File: config.mk
export PLATFORM = sky130hd
export DESIGN_NAME = irq_unit
export DESIGN_NICKNAME = d
export VERILOG_FILES = /design/src/rtl/irq_unit_pkg.sv /design/src/rtl/irq_bus_decode.sv /design/src/rtl/irq_status_reg.sv /design/src/rtl/irq_enable_reg.sv /design/src/rtl/irq_req_gen.sv /design/src/rtl/irq_unit.sv
export SDC_FILE = /design/constraint.sdc
export NUM_CORES = 1
export LEC_CHECK = 0
export BUFFER_PORTS_ARGS = -buffer_cell sky130_fd_sc_hd__buf_2
export CAP_MARGIN = 20
export CORE_ASPECT_RATIO = 1.25
export CORE_UTILIZATION = 42
export CTS_BUF_LIST = sky130_fd_sc_hd__clkbuf_8 sky130_fd_sc_hd__clkbuf_16
export DETAILED_ROUTE_END_ITERATION = 12
export PLACE_DENSITY = 0.69
export SYNTH_ARGS = -nofsm -noshare
export SYNTH_HDL_FRONTEND = slang
export SYNTH_HIERARCHICAL = 1
export SYNTH_SLANG_ARGS = --single-unit
File: constraint.sdc
create_clock -name clk_i -period 1.4 [get_ports clk_i]
set_clock_uncertainty 0.05 [all_clocks]
set_input_delay 0.21 -clock clk_i [delete_from_list [all_inputs] [get_ports clk_i]]
set_output_delay 0.21 -clock clk_i [all_outputs]
set_load 0.005 [all_outputs]
File: src/rtl/irq_unit_pkg.sv
package irq_unit_pkg;

    localparam int REG_W  = 16;
    localparam int ADDR_W = 2;
    localparam int N_SRC  = 10;

    typedef enum logic [ADDR_W-1:0] {
        SEL_ENABLE  = 2'd0,
        SEL_STATUS  = 2'd1,
        SEL_COMMAND = 2'd2,
        SEL_UNUSED  = 2'd3
    } reg_sel_e;

    localparam int POS_RX_DONE       = 0;
    localparam int POS_RX_FAULT      = 1;
    localparam int POS_TX_DONE       = 2;
    localparam int POS_TX_FAULT      = 3;
    localparam int POS_RX_RING_EMPTY = 4;
    localparam int POS_LINK_EVENT    = 5;
    localparam int POS_RX_FIFO_FULL  = 6;
    localparam int POS_TX_RING_EMPTY = 7;
    localparam int POS_SOFT          = 8;
    localparam int POS_TIMER         = 14;
    localparam int POS_BUS_FAULT     = 15;

    localparam int CMD_SOFT_BIT = 0;

    typedef struct packed {
        logic bus_fault;
        logic timer;
        logic tx_ring_empty;
        logic rx_fifo_full;
        logic link_event;
        logic rx_ring_empty;
        logic tx_fault;
        logic tx_done;
        logic rx_fault;
        logic rx_done;
    } evt_s;

    typedef struct packed {
        logic             ld_enable;
        logic             clr_status;
        logic             soft_raise;
        logic [REG_W-1:0] data;
    } reg_wr_s;

    function automatic logic [REG_W-1:0] bit_at(input int pos);
        logic [REG_W-1:0] v;
        v = '0;
        v[pos] = 1'b1;
        return v;
    endfunction

    localparam logic [REG_W-1:0] IMPL_BITS =
        bit_at(POS_RX_DONE) | bit_at(POS_RX_FAULT) | bit_at(POS_TX_DONE) |
        bit_at(POS_TX_FAULT) | bit_at(POS_RX_RING_EMPTY) | bit_at(POS_LINK_EVENT) |
        bit_at(POS_RX_FIFO_FULL) | bit_at(POS_TX_RING_EMPTY) | bit_at(POS_SOFT) |
        bit_at(POS_TIMER) | bit_at(POS_BUS_FAULT);

    function automatic logic [REG_W-1:0] evt_to_bits(input evt_s e);
        logic [REG_W-1:0] v;
        v = '0;
        v[POS_RX_DONE]       = e.rx_done;
        v[POS_RX_FAULT]      = e.rx_fault;
        v[POS_TX_DONE]       = e.tx_done;
        v[POS_TX_FAULT]      = e.tx_fault;
        v[POS_RX_RING_EMPTY] = e.rx_ring_empty;
        v[POS_LINK_EVENT]    = e.link_event;
        v[POS_RX_FIFO_FULL]  = e.rx_fifo_full;
        v[POS_TX_RING_EMPTY] = e.tx_ring_empty;
        v[POS_TIMER]         = e.timer;
        v[POS_BUS_FAULT]     = e.bus_fault;
        return v;
    endfunction

endpackage

File: src/rtl/irq_bus_decode.sv
module irq_bus_decode
    import irq_unit_pkg::*;
#(
    parameter int DW = REG_W,
    parameter int AW = ADDR_W
) (
    input  logic          wr_i,
    input  logic [AW-1:0] addr_i,
    input  logic [DW-1:0] wdata_i,
    output reg_wr_s       req_o
);
    reg_sel_e sel;

    always_comb begin
        sel = reg_sel_e'(addr_i);
        req_o            = '0;
        req_o.data       = wdata_i;
        req_o.ld_enable  = wr_i && (sel == SEL_ENABLE);
        req_o.clr_status = wr_i && (sel == SEL_STATUS);
        req_o.soft_raise = wr_i && (sel == SEL_COMMAND) && wdata_i[CMD_SOFT_BIT];
    end
endmodule

File: src/rtl/irq_status_reg.sv
module irq_status_reg
    import irq_unit_pkg::*;
#(
    parameter int DW = REG_W,
    parameter logic [DW-1:0] KEEP = IMPL_BITS
) (
    input  logic          clk_i,
    input  logic          rst_i,
    input  logic [DW-1:0] set_i,
    input  logic [DW-1:0] clr_i,
    output logic [DW-1:0] sts_o
);
    logic [DW-1:0] sts_q;

    // new events win over a clear in the same cycle
    for (genvar b = 0; b < DW; b++) begin : g_bit
        if (KEEP[b]) begin : g_impl
            always_ff @(posedge clk_i) begin
                if (rst_i)          sts_q[b] <= 1'b0;
                else if (set_i[b])  sts_q[b] <= 1'b1;
                else if (clr_i[b])  sts_q[b] <= 1'b0;
            end
        end else begin : g_rsvd
            assign sts_q[b] = 1'b0;
        end
    end

    assign sts_o = sts_q;
endmodule

File: src/rtl/irq_enable_reg.sv
module irq_enable_reg
    import irq_unit_pkg::*;
#(
    parameter int DW = REG_W,
    parameter logic [DW-1:0] KEEP = IMPL_BITS
) (
    input  logic          clk_i,
    input  logic          rst_i,
    input  logic          ld_i,
    input  logic [DW-1:0] data_i,
    output logic [DW-1:0] en_o
);
    logic [DW-1:0] en_q;

    always_ff @(posedge clk_i) begin
        if (rst_i)     en_q <= '0;
        else if (ld_i) en_q <= data_i & KEEP;
    end

    assign en_o = en_q;
endmodule

File: src/rtl/irq_req_gen.sv
module irq_req_gen
    import irq_unit_pkg::*;
#(
    parameter int DW = REG_W
) (
    input  logic [DW-1:0] sts_i,
    input  logic [DW-1:0] en_i,
    output logic          irq_o
);
    logic [DW-1:0] hit;

    for (genvar b = 0; b < DW; b++) begin : g_hit
        assign hit[b] = sts_i[b] & en_i[b];
    end

    assign irq_o = |hit;
endmodule

File: src/rtl/irq_unit.sv
module irq_unit
    import irq_unit_pkg::*;
(
    input  logic              clk_i,
    input  logic              rst_i,
    input  logic              bus_wr_i,
    input  logic [ADDR_W-1:0] bus_addr_i,
    input  logic [REG_W-1:0]  bus_wdata_i,
    output logic [REG_W-1:0]  bus_rdata_o,
    input  logic              rx_done_i,
    input  logic              rx_fault_i,
    input  logic              tx_done_i,
    input  logic              tx_fault_i,
    input  logic              rx_ring_empty_i,
    input  logic              link_event_i,
    input  logic              rx_fifo_full_i,
    input  logic              tx_ring_empty_i,
    input  logic              timer_i,
    input  logic              bus_fault_i,
    output logic              irq_o
);
    reg_wr_s          req;
    evt_s             evt;
    logic [REG_W-1:0] set_vec;
    logic [REG_W-1:0] clr_vec;
    logic [REG_W-1:0] sts_q;
    logic [REG_W-1:0] msk_q;

    always_comb begin
        evt.rx_done       = rx_done_i;
        evt.rx_fault      = rx_fault_i;
        evt.tx_done       = tx_done_i;
        evt.tx_fault      = tx_fault_i;
        evt.rx_ring_empty = rx_ring_empty_i;
        evt.link_event    = link_event_i;
        evt.rx_fifo_full  = rx_fifo_full_i;
        evt.tx_ring_empty = tx_ring_empty_i;
        evt.timer         = timer_i;
        evt.bus_fault     = bus_fault_i;
    end

    irq_bus_decode #(.DW(REG_W), .AW(ADDR_W)) u_dec (
        .wr_i    (bus_wr_i),
        .addr_i  (bus_addr_i),
        .wdata_i (bus_wdata_i),
        .req_o   (req)
    );

    always_comb begin
        set_vec = evt_to_bits(evt);
        if (req.soft_raise) set_vec[POS_SOFT] = 1'b1;
        clr_vec = req.clr_status ? req.data : '0;
    end

    irq_status_reg #(.DW(REG_W), .KEEP(IMPL_BITS)) u_sts (
        .clk_i (clk_i),
        .rst_i (rst_i),
        .set_i (set_vec),
        .clr_i (clr_vec),
        .sts_o (sts_q)
    );

    irq_enable_reg #(.DW(REG_W), .KEEP(IMPL_BITS)) u_en (
        .clk_i  (clk_i),
        .rst_i  (rst_i),
        .ld_i   (req.ld_enable),
        .data_i (req.data),
        .en_o   (msk_q)
    );

    irq_req_gen #(.DW(REG_W)) u_req (
        .sts_i (sts_q),
        .en_i  (msk_q),
        .irq_o (irq_o)
    );

    always_comb begin
        unique case (reg_sel_e'(bus_addr_i))
            SEL_ENABLE: bus_rdata_o = msk_q;
            SEL_STATUS: bus_rdata_o = sts_q;
            default:    bus_rdata_o = '0;
        endcase
    end
endmodule

==> results.md, run 1 <==
| Stage | Parameter | Value |
| --- | --- | --- |
| status | Outcome | finished, violations left |
| critical path | Crit path launch type | flop |
| critical path | Launching instance or port of the critical path | u_en/en_o[2]$_SDFFE_PP0P_ |
| detailed routing | DRC viols | 0 |
| floorplanning | Area inside the core boundary | 3252 um^2 |
| cells and area | Area used by multi-input combinational logic | 773.2 um^2 |
| clocking | Clock tree buffer depth | 2 |
| sta | Hold violation count in the final report | 0 |
| cells and area | Commonest non-fill, non-tap cell in the layout | buf_2 |
| sta | Worst max-slew margin expressed relative to the limit | 0.6452 |
| detailed routing | Via count normalized by instance count | 4.699 |
| detailed routing | Starting DRT DRC Count | 14 |
| synthesis | Netlist area before placement | 1449 um^2 |
| synthesis | Synth warn | 6 |
| cells and area | Leading cell types in the layout, fill and taps excluded | buf_2 (37), mux2i_1 (27), nor2_1 (27), dfxtp_1 (18) |
| cells and area | FF/Latch Area | 445.4 um^2 |
| floorplanning | Number of placement rows | 23 |
| global routing | Via count of the first global-routing pass | 995 |
| sta | Max Slew Vio Count | 0 |
| place | Final weighted congestion of routability-driven global placement | 0.7307 |
| sta | Smallest setup slack after layout | -0.1778 ns |
| critical path | Data required, critical path | 1.14 ns |
| detailed routing | Number of iterations in the first detailed-routing pass | 5 |
| global routing | Met1 Use GR | 0.2156 |
| detailed routing | Final WL | 2.773 mm |
| clocking | H-Tree Level Count | 1 |
| status | Failing checks | negative setup slack |
| cells and area | Syn-to-layout area delta | 10.97% |
| cells and area | Layout cell share with drive strength beyond 1 | 0.3545 |
| critical path | Path depth of the worst reg2reg path | 3 |
| cells and area | N_diodes | 0 |
| cells and area | Number of filler instances in the final layout | 332 |
| floorplanning | Ports | 48 |
| critical path | Worst reg2reg startpoint | u_en/en_o[2]$_SDFFE_PP0P_ |
| critical path | Maximum net fanout on the critical path | 2 |
| clocking | Clock transition at the register clock pins on the worst setup and hold paths after CTS | 0.09 ns |
| cells and area | Nets | 221 |
| place | Cell Count Post-Placement | 221 |
| place | Placed cell areas | 1524 um^2 |
| clocking | Clk sinks | 22 |
| detailed routing | Final antenna-violating net count | 0 |
| run | Number of maximum-capacitance constraint violations | 0 |
| synthesis | Syn_area_per_cell | 8.889 um^2 |
| place | HPWL after detailed placement | 2.054 mm |
| cells and area | Layout Cell Area excl Fill | 1608 um^2 |
| floorplanning | Die boundary height | 67.67 um |
| power and ir drop | Static leakage | 0.7889 nW |
| global routing | GRT overflow | 0 |
| global routing | Global routing usage summed across all routing layers | 0.1705 |
| global routing | Met2 track demand over resource in global routing | 0.2896 |
| global routing | Maximum number of pins on one net before global-route repair | 23 |
| critical path | Crit path DAT | 1.32 ns |
| sta | Transition time at the pin with the least slew margin | 0.5323 ns |
| global routing | Met3 Usage GRT | 0.02928 |
| critical path | Critical path type | reg -> out |
| floorplanning | Die ar. | 3690 um^2 |
| floorplanning | Width of the die | 54.54 um |
| sta | Tmin final | 1.578 ns |
| global routing | Global-route wire length before repair | 4.519 mm |
| global routing | Initial antenna violation count | 0 |
| clocking | Clock tree from TritonCTS | yes |
| critical path | FF-to-FF End | u_en/en_o[2]$_SDFFE_PP0P_ |
| power and ir drop | Power per cell area | 948.1 nW/um^2 |
| sta | Final setup violating endpoints | 1 |
| critical path | Crit path capture | irq_o |
| clocking | CTS root buf | clkbuf_8 |
| clocking | Clock latency at the later pin of the worst-skew pair | 0.26 ns |
| global routing | Most used routing layer in global routing | met2 |
| sta | Maximum achievable frequency | 0.6338 GHz |
| cells and area | Final standard cell count with taps included and fillers excluded | 226 |
| critical path | Element type at the critical path end | primary output |
| synthesis | Number of instances in the synthesized netlist | 163 |
| floorplanning | Effective utilization at floorplan | 0.4456 |
| sta | Unrepaired setup endpoints after global routing | true |
| power and ir drop | Largest voltage drop on the vdd net | 0.6294 mV |
| detailed routing | Avg WL per Cell | 12.27 um |
| critical path | Setup slack of the most critical reg-to-reg path | 0.61 ns |
| place | Total of buffers placed on input and output ports | 37 |
| clocking | Clock buffers created by TritonCTS | 3 |
| place | Pre-CTS setup slack | 0.1162 ns |
| detailed routing | Overall via count from detail_route | 1062 |
| sta | Final period utilization | 1.127 |
| worst hold path | Tightest Hold Check Type | in -> reg |
[layout make-up]
| cell class | count | area share |
|---|---|---|
| sequential | 22 | 0.2770 |
| clock buffer | 3 | 0.02568 |
| inverter | 11 | 0.02568 |
| clock inverter | 1 | 0.01868 |
| tap | 37 | 0.02879 |
| timing repair buffer | 43 | 0.1432 |
| multi-input combinational | 109 | 0.4809 |
[worst min path at each step]
stage / endpoint / depth (start not counted) / start / slack [ns]
floorplan: u_sts/sts_o[5]$_SDFFE_PP0P_ / 1 / rst_i / 0.23
global placement: u_sts/sts_o[2]$_SDFFE_PP0P_ / 3 / tx_done_i / 0.40
detailed placement: u_sts/sts_o[6]$_SDFFE_PP0P_ / 3 / rx_fifo_full_i / 0.40
CTS: u_sts/sts_o[2]$_SDFFE_PP0P_ / 3 / tx_done_i / 0.11
global route: u_sts/sts_o[2]$_SDFFE_PP0P_ / 3 / tx_done_i / 0.11
finish: u_sts/sts_o[2]$_SDFFE_PP0P_ / 3 / tx_done_i / 0.12
[sequential cells by signal (all words and copies together), names as in the netlist]
register,cells
u_sts/sts_o,11
u_en/en_o,11
[per-layer routing]
metal / share of wire / wire [um]
met1: 0.46 / 1285
met2: 0.49 / 1372
met3: 0.034 / 94
met4: 0.0072 / 20
met5: 0 / 0
[report_power, final]
part	switching (mW)	internal, mW	total [mW]
Combinational	0.127	0.121	0.248
Sequential	0.0279	0.660	0.688
Clock	0.208	0.382	0.589
Total	0.362	1.16	1.52
[per-stage QoR]
step                utilization  hold slack (ns)  setup TNS (ns)  total power [mW]
finish                   0.4944           0.1194         -0.1778             1.524
floorplan                     -           0.2291               0            0.9103
detailed placement       0.4686           0.4029               0            0.9446
CTS                      0.4937           0.1085         -0.1808             1.547
global route             0.4944           0.1083         -0.2040             1.606
global placement         0.4686           0.3956               0            0.9411
[timing repair]
action                     CTS  global route
hold buffers                 0             0
gates resized for setup      2             2
setup buffers                1             0
gates cloned                 0             0
pin swaps                    2             2
setup endpoints to repair    1             1
[critical path, stage by stage, from the launching register on]
cell	delay, ns
dfxtp_2	0.32
a22o_1	0.26
a221oi_2	0.20
nand4_1	0.12
buf_2	0.14
Note: power is estimated with default switching activity, not from simulation.
==> run 2, diff against run 1 <==
--- a/config.mk
+++ b/config.mk
@@ -5,13 +5,13 @@
 export SDC_FILE = /design/constraint.sdc
 export NUM_CORES = 1
 export LEC_CHECK = 0
-export BUFFER_PORTS_ARGS = -buffer_cell sky130_fd_sc_hd__buf_2
 export CAP_MARGIN = 20
 export CORE_ASPECT_RATIO = 1.25
 export CORE_UTILIZATION = 42
 export CTS_BUF_LIST = sky130_fd_sc_hd__clkbuf_8 sky130_fd_sc_hd__clkbuf_16
 export DETAILED_ROUTE_END_ITERATION = 12
-export PLACE_DENSITY = 0.69
+export DONT_BUFFER_PORTS = 1
+export PLACE_DENSITY = 0.57
 export SYNTH_ARGS = -nofsm -noshare
 export SYNTH_HDL_FRONTEND = slang
 export SYNTH_HIERARCHICAL = 1
==> run 2 against run 1 <==
Compared with the run above:
- the flow still finishes with violations (negative setup slack)
- routed wire length increased by 3.2%
- first-iteration DRC count decreased by 43%
- core utilization decreased by 6.5 points
- non-clock buffer count decreased by 37
- sequential share of layout area increased by 3.9 points
- cell area decreased by 13%
- combinational power decreased by 28%
- via count decreased by 11%
- clock power decreased by 35%
- total power decreased by 18%
- setup slack improved by 0.10 ns
- global-route usage increased by 0.42 points
- highest routed layer unchanged
==> results.md, run 2 (synthesized netlist as in run 1, its figures left out) <==
| Stage | Parameter | Value | Change |
| --- | --- | --- | --- |
| floorplanning | Die ar. | 3690 um^2 | unchanged |
| detailed routing | Final WL | 2.863 mm | was 2.773 mm |
| sta | Final worst hold slack | 0.02790 ns | was 0.1194 ns |
| power and ir drop | Static leakage | 0.6233 nW | was 0.7889 nW |
| clocking | CTS root buf | clkbuf_8 | unchanged |
| detailed routing | Overall via count from detail_route | 942 | was 1062 |
| cells and area | Leading cell types in the layout, fill and taps excluded | mux2i_1 (27), nor2_1 (27), dfxtp_1 (21) | was buf_2 (37), mux2i_1 (27), nor2_1 (27), dfxtp_1 (18) |
| detailed routing | Number of iterations in the first detailed-routing pass | 3 | was 5 |
| sta | Unrepaired setup endpoints after global routing | true | unchanged |
| power and ir drop | Total power consumption of the routed design | 1.246 mW | was 1.524 mW |
| detailed routing | Final antenna-violating net count | 0 | unchanged |
| clocking | Clock latency at the later pin of the worst-skew pair | 0.25 ns | was 0.26 ns |
| power and ir drop | Largest voltage drop on the vdd net | 0.5384 mV | was 0.6294 mV |
| sta | Final setup violating endpoints | 1 | unchanged |
| cells and area | Syn-to-layout area delta | -3.627% | was 10.97% |
| place | Total of buffers placed on input and output ports | 0 | was 37 |
| cells and area | Final standard cell count with taps included and fillers excluded | 188 | was 226 |
| power and ir drop | Share of power burned in registers | 0.552 | was 0.451 |
| sta | Final period utilization | 1.055 | was 1.127 |
| critical path | Crit path launch type | flop | unchanged |
| sta | Smallest setup slack after layout | -0.07740 ns | was -0.1778 ns |
| global routing | Initial antenna violation count | 0 | unchanged |
| detailed routing | DRC viols | 0 | unchanged |
| detailed routing | Starting DRT DRC Count | 8 | was 14 |
| clocking | Clock tree buffer depth | 2 | unchanged |
| critical path | Crit path DAT | 1.22 ns | was 1.32 ns |
| power and ir drop | Combinational power share | 0.143 | was 0.162 |
| critical path | Critical path type | reg -> out | unchanged |
| power and ir drop | Clock network fraction of design power | 0.305 | was 0.387 |
| critical path | Data required, critical path | 1.14 ns | about the same |
| critical path | Element type at the critical path end | primary output | unchanged |
| global routing | Maximum number of pins on one net before global-route repair | 22 | was 23 |
| critical path | Cell with the largest stage delay on the worst path | dfxtp_2 | unchanged |
| global routing | Global-route wire length before repair | 4.478 mm | was 4.519 mm |
| critical path | Delay of the slowest cell on the worst path | 0.32 ns | about the same |
| sta | Max Slew Vio Count | 0 | unchanged |
| worst hold path | Tightest Hold Check Type | in -> reg | unchanged |
| critical path | CP cell instances | a22o_1 -> a221oi_2 -> nand4_1 | was a22o_1 -> a221oi_2 -> nand4_1 -> buf_2 |
| detailed routing | Via count normalized by instance count | 5.011 | was 4.699 |
| cells and area | Layout cell share with drive strength beyond 1 | 0.1589 | was 0.3545 |
| floorplanning | Effective utilization at floorplan | 0.4456 | unchanged |
| floorplanning | Die boundary height | 67.67 um | unchanged |
| place | HPWL after detailed placement | 2.035 mm | was 2.054 mm |
| floorplanning | Number of placement rows | 23 | unchanged |
| floorplanning | Width of the die | 54.54 um | unchanged |
| clocking | H-Tree Level Count | 1 | unchanged |
| sta | Tmin final | 1.477 ns | was 1.578 ns |
| status | Failing checks | negative setup slack | unchanged |
| place | Final weighted congestion of routability-driven global placement | 0.7070 | was 0.7307 |
| clocking | Clock transition at the register clock pins on the worst setup and hold paths after CTS | 0.07 ns | was 0.09 ns |
| detailed routing | Avg WL per Cell | 15.23 um | was 12.27 um |
| cells and area | N_diodes | 0 | unchanged |
| sta | Maximum achievable frequency | 0.6769 GHz | was 0.6338 GHz |
| clocking | Clk sinks | 22 | unchanged |
| cells and area | Nets | 184 | was 221 |
| floorplanning | Ports | 48 | unchanged |
| clocking | Clock buffers created by TritonCTS | 3 | unchanged |
| floorplanning | Area inside the core boundary | 3252 um^2 | unchanged |
| critical path | Worst path top cell family by delay | compound AO/OA/AOI/OAI gates | unchanged |
| run | Number of maximum-capacitance constraint violations | 0 | unchanged |
| critical path | Setup slack of the most critical reg-to-reg path | 0.15 ns | was 0.61 ns |
| global routing | Via count of the first global-routing pass | 929 | was 995 |
| power and ir drop | Internal power component | 0.9394 mW | was 1.162 mW |
| power and ir drop | Proportion of total power due to net switching | 0.2458 | was 0.2376 |
| power and ir drop | Switching pwr | 0.3062 mW | was 0.3621 mW |
| status | Outcome | finished, violations left | unchanged |
| sta | Worst max-slew margin expressed relative to the limit | 0.3443 | was 0.6452 |
| clocking | Clock tree from TritonCTS | yes | unchanged |
| global routing | Global routing usage summed across all routing layers | 0.1747 | was 0.1705 |
| place | Cell Count Post-Placement | 182 | was 221 |
| sta | Transition time at the pin with the least slew margin | 0.9835 ns | was 0.5323 ns |
| critical path | Number of buffer and inverter stages on the critical path | 0 | was 1 |
| critical path | Maximum net fanout on the critical path | 2 | unchanged |
| global routing | GRT overflow | 0 | unchanged |
| power and ir drop | Power per cell area | 892.1 nW/um^2 | was 948.1 nW/um^2 |
| sta | Hold violation count in the final report | 0 | unchanged |
| cells and area | Final core utilization | 0.4294 | was 0.4944 |
run 2: changes by cell type in the layout (fill, tap and decap cells not counted):
cell	previous run	this run
buf_2	37	0
dfxtp_1	18	21
dfxtp_2	4	1
buf_4	6	4
bufinv_16	1	0
dlygate4sd3_1	0	1
dlymetal6s4s_1	0	1
run 2: final cells by class:
| class | instances | area, um^2 |
|---|---|---|
| Fill cell | 355 | 1856 |
| Multi-Input combinational cell | 109 | 773.2 |
| Sequential cell | 22 | 441.7 |
| Timing Repair Buffer | 6 | 52.55 |
| Tap cell | 37 | 46.29 |
| Clock buffer | 3 | 41.29 |
| Inverter | 11 | 41.29 |
run 2: final timing paths:
path                                                   from                          end  depth (start not counted)
worst max-delay path              u_en/en_o[7]$_SDFFE_PP0P_                        irq_o                          3
worst min-delay path                             tx_fault_i  u_sts/sts_o[3]$_SDFFE_PP0P_                          2
worst max register to register  u_sts/sts_o[1]$_SDFFE_PP0P_  u_sts/sts_o[1]$_SDFFE_PP0P_                          3
worst min register to register  u_sts/sts_o[5]$_SDFFE_PP0P_  u_sts/sts_o[5]$_SDFFE_PP0P_                          2
run 2: per-layer routing:
metal  share of wire  vias to the layer above  GRT usage  wire, um
met3           0.070                        4    0.03829       201
met2            0.49                       29     0.2835      1400
met1            0.43                      427     0.2157      1222
met4           0.014                        0    0.07692        39
met5               0                        -          0         0
li1                -                      482          -         -
run 2: repair_timing:
action	4_1_cts	5_1_grt
pin swaps	2	1
endpoints found under the setup margin	1	22
buffers inserted	1	0
resized for setup	1	1
hold endpoints to repair	22	0
hold buffers	2	0
run 2: power by group through the flow:
stage	logic, mW	clock network (mW)	registers [mW]
6_report	0.178	0.380	0.688
5_1_grt	0.198	0.426	0.692
4_1_cts	0.176	0.388	0.687
3_5_place_dp	0.157	0	0.702
3_3_place_gp	0.153	0	0.699
2_1_floorplan	0.216	0	0.694
run 2: worst reg2reg max path, stage by stage (launching register included):
cell and delay [ns]:
dfxtp_1 0.38, nand2b_1 0.09, a21oi_2 0.13, dlygate4sd3_1 0.54
run 2: stage by stage:
stage	worst slack, ns	instance area (um^2)	TNS, ns
after floorplan	0.2606	1479	0
after global placement	0.2093	1324	0
after detailed placement	0.2011	1324	0
after CTS	-0.07904	1394	-0.6981
after global routing	-0.1423	1396	-0.1423
final	-0.07740	1396	-0.07740
==> run 3, diff against run 2 <==
--- a/config.mk
+++ b/config.mk
@@ -5,14 +5,13 @@
 export SDC_FILE = /design/constraint.sdc
 export NUM_CORES = 1
 export LEC_CHECK = 0
-export CAP_MARGIN = 20
 export CORE_ASPECT_RATIO = 1.25
 export CORE_UTILIZATION = 42
 export CTS_BUF_LIST = sky130_fd_sc_hd__clkbuf_8 sky130_fd_sc_hd__clkbuf_16
+export CTS_CLUSTER_DIAMETER = 40
 export DETAILED_ROUTE_END_ITERATION = 12
 export DONT_BUFFER_PORTS = 1
 export PLACE_DENSITY = 0.57
 export SYNTH_ARGS = -nofsm -noshare
 export SYNTH_HDL_FRONTEND = slang
-export SYNTH_HIERARCHICAL = 1
 export SYNTH_SLANG_ARGS = --single-unit
==> run 3 against run 2 <==
Compared with the run above:
- the run still ends with negative setup slack left
- cell area decreased by 19%
- setup slack got worse by 0.048 ns
- count of clock-buffer cells in the layout increased by 1
- highest routed layer unchanged
- hold slack got worse by 0.012 ns
- core utilization increased by 6.3 points
- sequential power decreased by 0.7%
- critical path type unchanged
- sequential cell count unchanged
==> results.md, run 3 <==
| Stage | Parameter | Value | Change |
| --- | --- | --- | --- |
| status | Outcome | finished, violations left | unchanged |
| status | Failing checks | negative setup slack | unchanged |
| sta | Max Slew Vio Count | 0 | unchanged |
| sta | Final setup violating endpoints | 1 | unchanged |
| cells and area | N_diodes | 0 | unchanged |
| synthesis | Synth warn | 0 | was 6 |
| worst hold path | Tightest Hold Check Type | in -> reg | unchanged |
| clocking | Clock buffers created by TritonCTS | 3 | unchanged |
| synthesis | Netlist area before placement | 1051 um^2 | was 1449 um^2 |
| detailed routing | Avg WL per Cell | 13.84 um | was 15.23 um |
| floorplanning | Effective utilization at floorplan | 0.4605 | was 0.4456 |
| critical path | Data required, critical path | 1.14 ns | about the same |
| sta | Final period utilization | 1.090 | was 1.055 |
| floorplanning | Die boundary height | 57.93 um | was 67.67 um |
| run | Number of maximum-capacitance constraint violations | 0 | unchanged |
| detailed routing | Overall via count from detail_route | 878 | was 942 |
| detailed routing | DRC viols | 0 | unchanged |
| power and ir drop | Static leakage | 0.4369 nW | was 0.6233 nW |
| place | Final weighted congestion of routability-driven global placement | 0.7803 | was 0.7070 |
| floorplanning | Ports | 48 | unchanged |
| synthesis | Fraction of synthesized cell area taken by the top area cell type | 0.4190 |  |
| clocking | CTS root buf | clkbuf_8 | unchanged |
| critical path | Cell with the largest stage delay on the worst path | dfxtp_2 | unchanged |
| critical path | Crit path launch type | flop | unchanged |
| clocking | Clock transition at the register clock pins on the worst setup and hold paths after CTS | 0.07 ns | about the same |
| synthesis | Share of synthesized registers carrying an async set or reset | 0 |  |
| synthesis | Leading cell type by number of instances after synthesis | nand2_1 |  |
| synthesis | Number of instances in the synthesized netlist | 136 | was 163 |
| detailed routing | Starting DRT DRC Count | 21 | was 8 |
| power and ir drop | Largest voltage drop on the vdd net | 0.7734 mV | was 0.5384 mV |
| power and ir drop | Total power consumption of the routed design | 1.243 mW | was 1.246 mW |
| global routing | Maximum number of pins on one net before global-route repair | 25 | was 22 |
| floorplanning | Width of the die | 46.74 um | was 54.54 um |
| sta | Transition time at the pin with the least slew margin | 0.8093 ns | was 0.9835 ns |
| cells and area | Nets | 167 | was 184 |
| global routing | Global routing usage summed across all routing layers | 0.1776 | was 0.1747 |
| global routing | GRT overflow | 0 | unchanged |
| global routing | Global-route wire length before repair | 3.484 mm | was 4.478 mm |
| detailed routing | Final WL | 2.298 mm | was 2.863 mm |
| sta | Unrepaired setup endpoints after global routing | true | unchanged |
| sta | Final worst hold slack | 0.01559 ns | was 0.02790 ns |
| global routing | Via count of the first global-routing pass | 786 | was 929 |
| synthesis | Library cell with the largest summed area after synthesis | dfxtp_1 |  |
| sta | Smallest setup slack after layout | -0.1256 ns | was -0.07740 ns |
| place | HPWL after detailed placement | 1.595 mm | was 2.035 mm |
| worst hold path | Start point of the worst hold path | bus_addr_i[0] | was tx_fault_i |
| detailed routing | Number of iterations in the first detailed-routing pass | 4 | was 3 |
| sta | Hold violation count in the final report | 0 | unchanged |
| clocking | H-Tree Level Count | 1 | unchanged |
| cells and area | Syn-to-layout area delta | 7.024% | was -3.627% |
| critical path | Delay of the slowest cell on the worst path | 0.32 ns | about the same |
| sta | Setup tns final | -0.1256 ns | was -0.07740 ns |
| floorplanning | Area inside the core boundary | 2282 um^2 | was 3252 um^2 |
| synthesis | Post-synth top flop | dfxtp_1 |  |
| floorplanning | Number of placement rows | 19 | was 23 |
| critical path | Crit path DAT | 1.27 ns | was 1.22 ns |
| sta | Tmin final | 1.526 ns | was 1.477 ns |
| detailed routing | Final antenna-violating net count | 0 | unchanged |
| global routing | Initial antenna violation count | 0 | unchanged |
| cells and area | Layout Cell Area excl Fill | 1125 um^2 | was 1396 um^2 |
| synthesis | Library cells used by synthesis | 20 |  |
| sta | Maximum achievable frequency | 0.6555 GHz | was 0.6769 GHz |
| critical path | CP cell instances | a22o_1 -> a221oi_2 -> and3_1 -> nand2_1 | was a22o_1 -> a221oi_2 -> nand4_1 |
| cells and area | Leading cell types in the layout, fill and taps excluded | nand2_1 (25), nor2_1 (21), a21oi_1 (21), dfxtp_1 (20), mux2i_1 (11) | was mux2i_1 (27), nor2_1 (27), dfxtp_1 (21) |
| detailed routing | Via count normalized by instance count | 5.289 | was 5.011 |
| sta | Worst max-slew margin expressed relative to the limit | 0.4587 | was 0.3443 |
| synthesis | Syn_area_per_cell | 7.728 um^2 | was 8.889 um^2 |
| floorplanning | Die ar. | 2708 um^2 | was 3690 um^2 |
| clocking | Clk sinks | 22 | unchanged |
| critical path | Critical path type | reg -> out | unchanged |
| cells and area | Layout cell share with drive strength beyond 1 | 0.08889 | was 0.1589 |
| synthesis | Synth area leaders | dfxtp_1 (42%), mux2i_1 (10%), a21oi_1 (10%) |  |
| critical path | Element type at the critical path end | primary output | unchanged |
| clocking | Clock tree from TritonCTS | yes | unchanged |
| clocking | Clock latency at the later pin of the worst-skew pair | 0.25 ns | about the same |
| clocking | Clock tree buffer depth | 2 | unchanged |
| synthesis | Synthesis-stage register bit count | 22 |  |
| place | Total of buffers placed on input and output ports | 0 | unchanged |
| critical path | Maximum net fanout on the critical path | 2 | unchanged |
| power and ir drop | Power per cell area | 1105 nW/um^2 | was 892.1 nW/um^2 |
| synthesis | Synth cell count leaders | nand2_1 (25), dfxtp_1 (22), a21oi_1 (21), nor2_1 (21), mux2i_1 (11) |  |
| critical path | Worst reg2reg startpoint | u_sts.sts_o[8]$_SDFFE_PP0P_ | was u_sts/sts_o[1]$_SDFFE_PP0P_ |
| critical path | Launching instance or port of the critical path | u_sts.sts_o[6]$_SDFFE_PP0P_ | was u_en/en_o[7]$_SDFFE_PP0P_ |
| cells and area | Commonest non-fill, non-tap cell in the layout | nand2_1 |  |
| synthesis | Number of enable-type register cells in the synthesized netlist | 0 |  |
| place | Placed cell areas | 1036 um^2 | was 1324 um^2 |
| synthesis | Post-synthesis sequential area ratio | 0.4190 |  |
==> run 3: power breakdown <==
| part | internal (mW) | switching, mW |
|---|---|---|
| clock network | 0.250 | 0.193 |
| logic | 0.0544 | 0.0622 |
| registers | 0.658 | 0.0247 |
| total | 0.963 | 0.280 |
==> run 3: worst paths after layout <==
kind / endpoint / slack, ns / cells past startpoint
max: irq_o / -0.13 / 4
max reg2reg: u_sts.sts_o[8]$_SDFFE_PP0P_ / 0.54 / 2
min: u_sts.sts_o[8]$_SDFFE_PP0P_ / 0.02 / 1
min reg2reg: u_en.en_o[2]$_SDFFE_PP0P_ / 0.42 / 2
==> run 3: repair_timing <==
action	4_1_cts	5_1_grt
setup endpoints to repair	1	1
hold endpoints to repair	22	0
pin swaps	1	2
gates resized for setup	2	1
hold buffers	1	0
setup buffers	1	1
==> run 3: metal layers <==
metal | GRT usage | part of all wire | vias up
met2 | 0.2817 | 0.47 | 31
met1 | 0.2327 | 0.44 | 395
met5 | 0 | 0 | -
met4 | 0.06122 | 0.0096 | 0
li1 | - | - | 450
met3 | 0.04050 | 0.077 | 2
==> run 3: worst max-delay path, delay by kind of cell (launching register included) <==
family           cells  cell delay, ns
AO/OA/AOI/OAI        2            0.41
flip-flops           1            0.32
AND/OR/NAND/NOR      2            0.27
==> run 3: layout make-up <==
cell class	count	area, um^2
fill	261	1157
tap	31	38.79
timing repair buffer	5	40.04
sequential	22	442.9
clock buffer	4	55.05
multi-input combinational	104	548.0
==> run 3: through the flow <==
step	setup slack [ns]	instances	util
2_1_floorplan	0.2278	140	-
3_3_place_gp	0.08662	159	0.4539
3_5_place_dp	0.05667	159	0.4539
4_1_cts	-0.1488	165	0.4890
5_1_grt	-0.1970	166	0.4929
6_report	-0.1256	166	0.4929
==> run 3: cells by family after synthesis <==
group / Yosys count / share of synthesized area
compound gates: 28 / 0.1536
buf+inv: 14 / 0.07976
flops: 22 / 0.4190
mux: 11 / 0.1048
other cells: 1 / 0.003568
simple gates: 60 / 0.2393
